$ cat src/rtl/ocmp_pkg.sv
package ocmp_pkg;

   localparam int unsigned OCMP_NCH = 4;

   localparam logic [3:0] ADDR_CTRL  = 4'd0;
   localparam logic [3:0] ADDR_CNT   = 4'd1;
   localparam logic [3:0] ADDR_FLAGS = 4'd2;
   localparam logic [3:0] ADDR_IEN   = 4'd3;
   localparam logic [3:0] ADDR_CMP0  = 4'd4;
   localparam logic [3:0] ADDR_CHCFG = 4'd8;

   typedef enum logic [1:0] {
      ACT_NONE   = 2'b00,
      ACT_LOW    = 2'b01,
      ACT_HIGH   = 2'b10,
      ACT_TOGGLE = 2'b11
   } ocmp_act_e;

   typedef struct packed {
      logic      init;
      ocmp_act_e act;
      logic      en;
   } ocmp_chcfg_t;

   function automatic logic ocmp_apply(input logic lvl, input ocmp_act_e a);
      logic r;
      unique case (a)
         ACT_LOW:    r = 1'b0;
         ACT_HIGH:   r = 1'b1;
         ACT_TOGGLE: r = ~lvl;
         default:    r = lvl;
      endcase
      return r;
   endfunction

endpackage

$ cat src/rtl/ocmp_tickgen.sv
module ocmp_tickgen #(
   parameter int PRE_W  = 5,
   parameter int SYNC_N = 2
) (
   input  logic       clk,
   input  logic       rst_n,
   input  logic       run,
   input  logic [2:0] src,
   input  logic       ext_clk,
   output logic       tick
);

   logic [PRE_W-1:0]  pre;
   logic [PRE_W-1:0]  mask;
   logic [SYNC_N:0]   chain;
   logic              rise;

   // prescaler restarts from zero whenever counting is stopped
   always_ff @(posedge clk or negedge rst_n) begin
      if (!rst_n) pre <= '0;
      else        pre <= run ? pre + 1'b1 : '0;
   end

   // synchroniser stages plus one stage for edge detection
   always_ff @(posedge clk or negedge rst_n) begin
      if (!rst_n) chain <= '0;
      else        chain <= {chain[SYNC_N-1:0], ext_clk};
   end

   assign rise = chain[SYNC_N-1] & ~chain[SYNC_N];

   always_comb begin
      unique case (src)
         3'd1:    mask = PRE_W'(1);
         3'd2:    mask = PRE_W'(3);
         3'd3:    mask = PRE_W'(7);
         3'd4:    mask = PRE_W'(31);
         default: mask = '0;
      endcase
   end

   always_comb begin
      if (!run)              tick = 1'b0;
      else if (src <= 3'd4)  tick = ((pre & mask) == mask);
      else if (src == 3'd5)  tick = rise;
      else                   tick = 1'b0;
   end

endmodule

$ cat src/rtl/ocmp_counter.sv
module ocmp_counter #(
   parameter int CNT_W = 16
) (
   input  logic             clk,
   input  logic             rst_n,
   input  logic             tick,
   input  logic             clr_on_a,
   input  logic             match_a,
   input  logic             sw_we,
   input  logic [CNT_W-1:0] sw_val,
   output logic [CNT_W-1:0] cnt,
   output logic             wrap
);

   localparam logic [CNT_W-1:0] CNT_MAX = '1;

   logic period_end;

   assign period_end = clr_on_a & match_a;
   assign wrap       = tick & (cnt == CNT_MAX) & ~period_end;

   always_ff @(posedge clk or negedge rst_n) begin
      if (!rst_n)          cnt <= '0;
      else if (sw_we)      cnt <= sw_val;
      else if (tick) begin
         if (period_end)   cnt <= '0;
         else              cnt <= cnt + 1'b1;
      end
   end

endmodule

$ cat src/rtl/ocmp_channel.sv
module ocmp_channel
   import ocmp_pkg::*;
(
   input  logic      clk,
   input  logic      rst_n,
   input  logic      load,
   input  logic      init,
   input  logic      fire_p,
   input  ocmp_act_e act_p,
   input  logic      fire_s,
   input  ocmp_act_e act_s,
   output logic      level
);

   logic nxt;

   // the secondary (rerouted) channel is applied last and wins
   always_comb begin
      nxt = level;
      if (fire_p) nxt = ocmp_apply(nxt, act_p);
      if (fire_s) nxt = ocmp_apply(nxt, act_s);
   end

   always_ff @(posedge clk or negedge rst_n) begin
      if (!rst_n)     level <= 1'b0;
      else if (load)  level <= init;
      else            level <= nxt;
   end

endmodule

$ cat src/rtl/ocmp_timer.sv
module ocmp_timer
   import ocmp_pkg::*;
#(
   parameter int CNT_W  = 16,
   parameter int DATA_W = 16,
   parameter int PRE_W  = 5,
   parameter int SYNC_N = 2
) (
   input  logic              clk,
   input  logic              rst_n,
   input  logic              bus_we,
   input  logic [3:0]        bus_addr,
   input  logic [DATA_W-1:0] bus_wdata,
   output logic [DATA_W-1:0] bus_rdata,
   input  logic              ext_clk,
   input  logic              cutoff,
   output logic [3:0]        pin_out,
   output logic [3:0]        pin_oe,
   output logic              irq
);

   localparam int NFLG = OCMP_NCH + 1;

   if (CNT_W < 2 || CNT_W > DATA_W) begin : g_bad_cnt_w
      $error("CNT_W must lie between 2 and DATA_W");
   end
   if (DATA_W < 16) begin : g_bad_data_w
      $error("DATA_W must hold the channel configuration word");
   end
   if (PRE_W < 5) begin : g_bad_pre_w
      $error("PRE_W must cover a divide by 32");
   end
   if (SYNC_N < 2) begin : g_bad_sync
      $error("SYNC_N must be at least 2");
   end

   logic              run, clr_a, stop_a, rt_c, rt_d;
   logic [2:0]        src;
   logic [1:0]        rt;
   logic [CNT_W-1:0]  cmp_q [OCMP_NCH];
   logic [CNT_W-1:0]  cmp_a_q;
   ocmp_chcfg_t       cfg_q [OCMP_NCH];
   logic [NFLG-1:0]   flags_q, ien_q, flag_set, flag_clr;
   logic              ctrl_we, cnt_we, flag_we, ien_we, cfg_we, load_init;
   logic              raw_tick, tick, wrap;
   logic [CNT_W-1:0]  cnt;
   logic [OCMP_NCH-1:0] match, level, own_off;

   assign ctrl_we   = bus_we && (bus_addr == ADDR_CTRL);
   assign cnt_we    = bus_we && (bus_addr == ADDR_CNT);
   assign flag_we   = bus_we && (bus_addr == ADDR_FLAGS);
   assign ien_we    = bus_we && (bus_addr == ADDR_IEN);
   assign cfg_we    = bus_we && (bus_addr == ADDR_CHCFG);
   assign load_init = cfg_we && !run;
   assign rt        = {rt_d, rt_c};
   assign cmp_a_q   = cmp_q[0];

   ocmp_tickgen #(.PRE_W(PRE_W), .SYNC_N(SYNC_N)) u_tick (
      .clk     (clk),
      .rst_n   (rst_n),
      .run     (run),
      .src     (src),
      .ext_clk (ext_clk),
      .tick    (raw_tick)
   );

   // a software counter write swallows the tick of the same clock
   assign tick = raw_tick & ~cnt_we;

   ocmp_counter #(.CNT_W(CNT_W)) u_cnt (
      .clk      (clk),
      .rst_n    (rst_n),
      .tick     (tick),
      .clr_on_a (clr_a),
      .match_a  (match[0]),
      .sw_we    (cnt_we),
      .sw_val   (bus_wdata[CNT_W-1:0]),
      .cnt      (cnt),
      .wrap     (wrap)
   );

   always_ff @(posedge clk or negedge rst_n) begin
      if (!rst_n) begin
         run    <= 1'b0;
         src    <= 3'd0;
         clr_a  <= 1'b0;
         stop_a <= 1'b0;
         rt_c   <= 1'b0;
         rt_d   <= 1'b0;
      end else if (ctrl_we) begin
         run    <= bus_wdata[0];
         src    <= bus_wdata[3:1];
         clr_a  <= bus_wdata[4];
         stop_a <= bus_wdata[5];
         rt_c   <= bus_wdata[6];
         rt_d   <= bus_wdata[7];
      end else if (stop_a && match[0]) begin
         run    <= 1'b0;
      end
   end

   assign flag_set = {wrap, match};
   assign flag_clr = flag_we ? bus_wdata[NFLG-1:0] : '0;

   always_ff @(posedge clk or negedge rst_n) begin
      if (!rst_n) begin
         flags_q <= '0;
         ien_q   <= '0;
      end else begin
         flags_q <= (flags_q & ~flag_clr) | flag_set;
         if (ien_we) ien_q <= bus_wdata[NFLG-1:0];
      end
   end

   assign irq = |(flags_q & ien_q);

   for (genvar k = 0; k < OCMP_NCH; k++) begin : g_ch
      logic      cmp_we, fire_p, fire_s;
      ocmp_act_e act_s;

      assign cmp_we   = bus_we && (bus_addr == 4'(ADDR_CMP0 + k));
      assign match[k] = tick && (cnt == cmp_q[k]);

      always_ff @(posedge clk or negedge rst_n) begin
         if (!rst_n) begin
            cmp_q[k] <= '0;
            cfg_q[k] <= '0;
         end else begin
            if (cmp_we) cmp_q[k] <= bus_wdata[CNT_W-1:0];
            if (cfg_we) cfg_q[k] <= ocmp_chcfg_t'(bus_wdata[4*k +: 4]);
         end
      end

      if (k < 2) begin : g_host
         assign fire_p     = match[k];
         assign fire_s     = match[k+2] & rt[k];
         assign act_s      = cfg_q[k+2].act;
         assign own_off[k] = 1'b0;
      end else begin : g_guest
         assign fire_p     = match[k] & ~rt[k-2];
         assign fire_s     = 1'b0;
         assign act_s      = ACT_NONE;
         assign own_off[k] = rt[k-2];
      end

      ocmp_channel u_ch (
         .clk    (clk),
         .rst_n  (rst_n),
         .load   (load_init),
         .init   (bus_wdata[4*k+3]),
         .fire_p (fire_p),
         .act_p  (cfg_q[k].act),
         .fire_s (fire_s),
         .act_s  (act_s),
         .level  (level[k])
      );

      assign pin_oe[k]  = cfg_q[k].en & ~own_off[k] & ~cutoff;
      assign pin_out[k] = pin_oe[k] & level[k];
   end

   always_comb begin
      bus_rdata = '0;
      unique case (bus_addr)
         ADDR_CTRL:  bus_rdata[7:0]      = {rt_d, rt_c, stop_a, clr_a, src, run};
         ADDR_CNT:   bus_rdata[CNT_W-1:0] = cnt;
         ADDR_FLAGS: bus_rdata[NFLG-1:0] = flags_q;
         ADDR_IEN:   bus_rdata[NFLG-1:0] = ien_q;
         4'd4, 4'd5, 4'd6, 4'd7:
                     bus_rdata[CNT_W-1:0] = cmp_q[bus_addr[1:0]];
         ADDR_CHCFG: begin
            for (int k = 0; k < OCMP_NCH; k++) bus_rdata[4*k +: 4] = cfg_q[k];
         end
         default:    bus_rdata = '0;
      endcase
   end

endmodule

$ cat config.mk
export PLATFORM = sky130hd
export DESIGN_NAME = ocmp_timer
export DESIGN_NICKNAME = d
export VERILOG_FILES = /design/src/rtl/ocmp_pkg.sv /design/src/rtl/ocmp_tickgen.sv /design/src/rtl/ocmp_counter.sv /design/src/rtl/ocmp_channel.sv /design/src/rtl/ocmp_timer.sv
export SDC_FILE = /design/constraint.sdc
export NUM_CORES = 1
export LEC_CHECK = 0
export BUFFER_PORTS_ARGS = -buffer_cell sky130_fd_sc_hd__buf_4
export CAP_MARGIN = 25
export CELL_PAD_IN_SITES_DETAIL_PLACEMENT = 0
export CELL_PAD_IN_SITES_GLOBAL_PLACEMENT = 1
export CORE_ASPECT_RATIO = 1.5
export CORE_MARGIN = 3
export CORE_UTILIZATION = 45
export CTS_CLUSTER_SIZE = 24
export DETAILED_ROUTE_END_ITERATION = 7
export PLACE_DENSITY_LB_ADDON = 0.15
export SKIP_CTS_REPAIR_TIMING = 1
export SKIP_LAST_GASP = 1
export SLEW_MARGIN = 15
export SYNTH_ARGS = -nofsm -noshare
export SYNTH_HDL_FRONTEND = slang
export SYNTH_SLANG_ARGS = --single-unit
$ cat constraint.sdc
create_clock -name clk -period 3.4 [get_ports clk]
set_input_delay 0.34 -clock clk [delete_from_list [all_inputs] [get_ports clk]]
set_output_delay 0.34 -clock clk [all_outputs]
set_load 0.05 [all_outputs]
==> flow_summary.toml <==
[run_status]
status = "finished, violations left"
violations = "design-rule violations, negative hold slack"

[synth]
synth_area_leaders = "dfrtp_1, mux2_2, xor2_1"
ys.flop_type = "dfrtp_1"
ys_ff_latch = 126
async_flop_share_pct = 100
yosysSeqAreaShare_pct = 45.0
syn_nets = 636
ys.warnings.count = 0
syn_avg_cell_area_sq_um = 11.5
yosysTopAreaCellShare_pct = 45.0
post_synth_num_cell_types = 52
synth_largest_area_cell = "dfrtp_1"
synthCells = 607
syn-cell-area_sq_um = 7010
synth-edff-count = 0

[finish]
drive_above_1_share_pct = 33.2
syn2layout_area_growth_pct = 16.8
multi_input_area_sq_um = 3550
layout_common_cells = "dfrtp_1, mux2_2, buf_4, xor2_1, nor2_1"
final_util_pct = 54.0
fillers = 1333
layoutNonFillerInstCount = 868
final_common_cell = "dfrtp_1"
diodes = 0
seq_area_sq_um = 3150
fin_nets = 685

[worst_setup_path]
cp-start-kind = "flop"
crit_family = "simple AND/OR/NAND/NOR gates"
critical_path_class = "reg2reg"
cpPeakStageDelay_ns = 0.68
crit_fanout = 11
cp.required_ns = 3.70
worstPathCellList = "xnor2_1, nand4_1, nor4_1, a21o_1, buf_4, o21ai_0, a221o_1"
rr_endpoint = "u_cnt.cnt[7]"
path_buf_inv = 1
arrival_ns = 3.09
crit_slowest_cell = "nor4_1"
reg2reg_depth = 7
rrSetupSlack_ns = 0.60
worstSetupEndpointType = "flop"
r2r_start = "u_cnt.cnt[0]"

[clock_tree]
root_buffer = "clkbuf_16"
clockBufferDepth = 2
htree_levels = 4
cts_buffers = 17
cts_tree = "built"
cts_sinks = 126
clk_latency_ns = 0.42
clkSlewWorstSetupHoldPaths_ns = 0.06

[die]
core_sq_um = 15100
ios = 50
dieArea_sq_um = 17100
start_util_pct = 46.3
die_height_um = 159
rows = 55
fp.dieW_um = 108

[sta]
fin_ws_ns = 0.603
worst_pin_slew_ns = 0.862
fin_worst_skew_ns = 0.00741
final_max_slew_viol_count = 0
maxSlewHeadroom_pct = 42.6
final.setup.tns_ns = 0
timing.hold.ws_ns = -0.0283
hold_violations = 35
fmax_ghz = 0.357
rsz0062_at_grt = "false"
setup_viol = 0
min_period_ns = 2.80
period_share_pct = 82.3

[place]
place_inst = 836
numPortBuffers = 49
dp_hpwl_mm = 16.6
dp_slack_ns = 0.710
gp_congestion = 0.925

[global_route]
grt_pass1_wl_mm = 34.9
grt.total_usage_pct = 27.5
grt_pass1_vias = 5578
grt_max_degree = 55
grt_overflow = 0
antenna_found_initial = 0

[power_and_ir_drop]
p_per_area_nw_per_um2 = 708
p_leak_uw = 0.00369
ir_worst_vdd_mv = 0.364

[drt]
ant_nets = 0
drc = 1
drt-wirelength-per-cell_um = 26.2
via_count = 5271
dr.pass1.iters = 8
drtIter0Drc = 384
wirelength_mm = 22.7
viasPerCell = 6.07

[min_path]
hold_path_class = "in2async"

[flow_run]
maxCapViolCount = 0
==> worst register-to-register path, stage by stage, from the launching register on <==
cell and delay, ns:
dfrtp_1 0.53, xnor2_1 0.38, nand4_1 0.21, nor4_1 0.68, a21o_1 0.25, buf_4 0.19
o21ai_0 0.12, a221o_1 0.32
==> layer usage <==
metal	track usage [%]	routed length, um	up-vias
li1	-	-	2326
met5	0	0	-
met1	33.7	8630	2677
met2	45.4	11600	210
met4	14.5	1240	0
met3	5.21	1220	58
==> cells in the mapped netlist, types with 10 or more instances <==
library cell	number
nor2_1	32
inv_1	22
a21oi_1	18
nand2_1	27
mux2_2	98
a22oi_1	12
and2_1	10
dfrtp_1	126
mux4_2	16
o21ai_0	19
a222oi_1	11
clkbuf_1	22
nor4_1	16
xnor2_1	18
xor2_1	49
==> registers in the layout, summed over array words and instances, names as in the netlist, 3 cells and up <==
register	count
g_ch.act_s	4
ien_q	5
cmp_q	48
g_ch.u_ch.level	4
cfg_q	12
cmp_a_q	16
u_cnt.cnt	16
u_tick.pre	5
src	3
flags_q	5
u_tick.chain	3
==> final cells by class <==
type | count | share of cell area (%)
Tap cell | 199 | 3.04
Timing Repair Buffer | 70 | 6.57
Inverter | 22 | 1.01
Multi-Input combinational cell | 419 | 43.4
Sequential cell | 126 | 38.5
Clock inverter | 13 | 2.02
Clock buffer | 19 | 5.41
==> logic make-up after synthesis <==
| logic type | count (synthesis) | share of synthesized area, % |
|---|---|---|
| and+or+nand+nor | 130 | 9.50 |
| DFF | 126 | 45.0 |
| muxes | 118 | 21.5 |
| AOI/OAI and AO/OA | 100 | 10.5 |
| xor gates and xnor gates | 67 | 8.38 |
| buffers and inverters | 62 | 4.43 |
| adders and majority gates | 4 | 0.714 |
==> stage by stage <==
stage	total power (uW)	area (sq um)
after floorplan	3300	7010
after global placement	3900	7570
after detailed placement	3920	7570
after CTS	5800	8180
after global routing	6040	8180
final	5790	8180
==> worst max-delay path by stage <==
stage                             from                 end  slack [ns]  depth (start not counted)
final                     u_cnt.cnt[0]        u_cnt.cnt[7]        0.60                          7
after global routing      u_cnt.cnt[0]        u_cnt.cnt[7]        0.50                          7
after CTS                 u_cnt.cnt[0]        u_cnt.cnt[7]        0.69                          7
after detailed placement  u_cnt.cnt[3]  g_ch[1].u_ch.level        0.71                          6
after global placement    u_cnt.cnt[0]       u_cnt.cnt[11]        0.78                          7
after floorplan            bus_addr[0]        bus_rdata[3]        0.38                          7
==> power by group <==
group / total (uW) / switching [uW] / internal [uW]
clock network: 1880 / 709 / 1170
registers: 2350 / 511 / 1840
logic: 1560 / 848 / 714
Power figures use the tool's default switching activity.
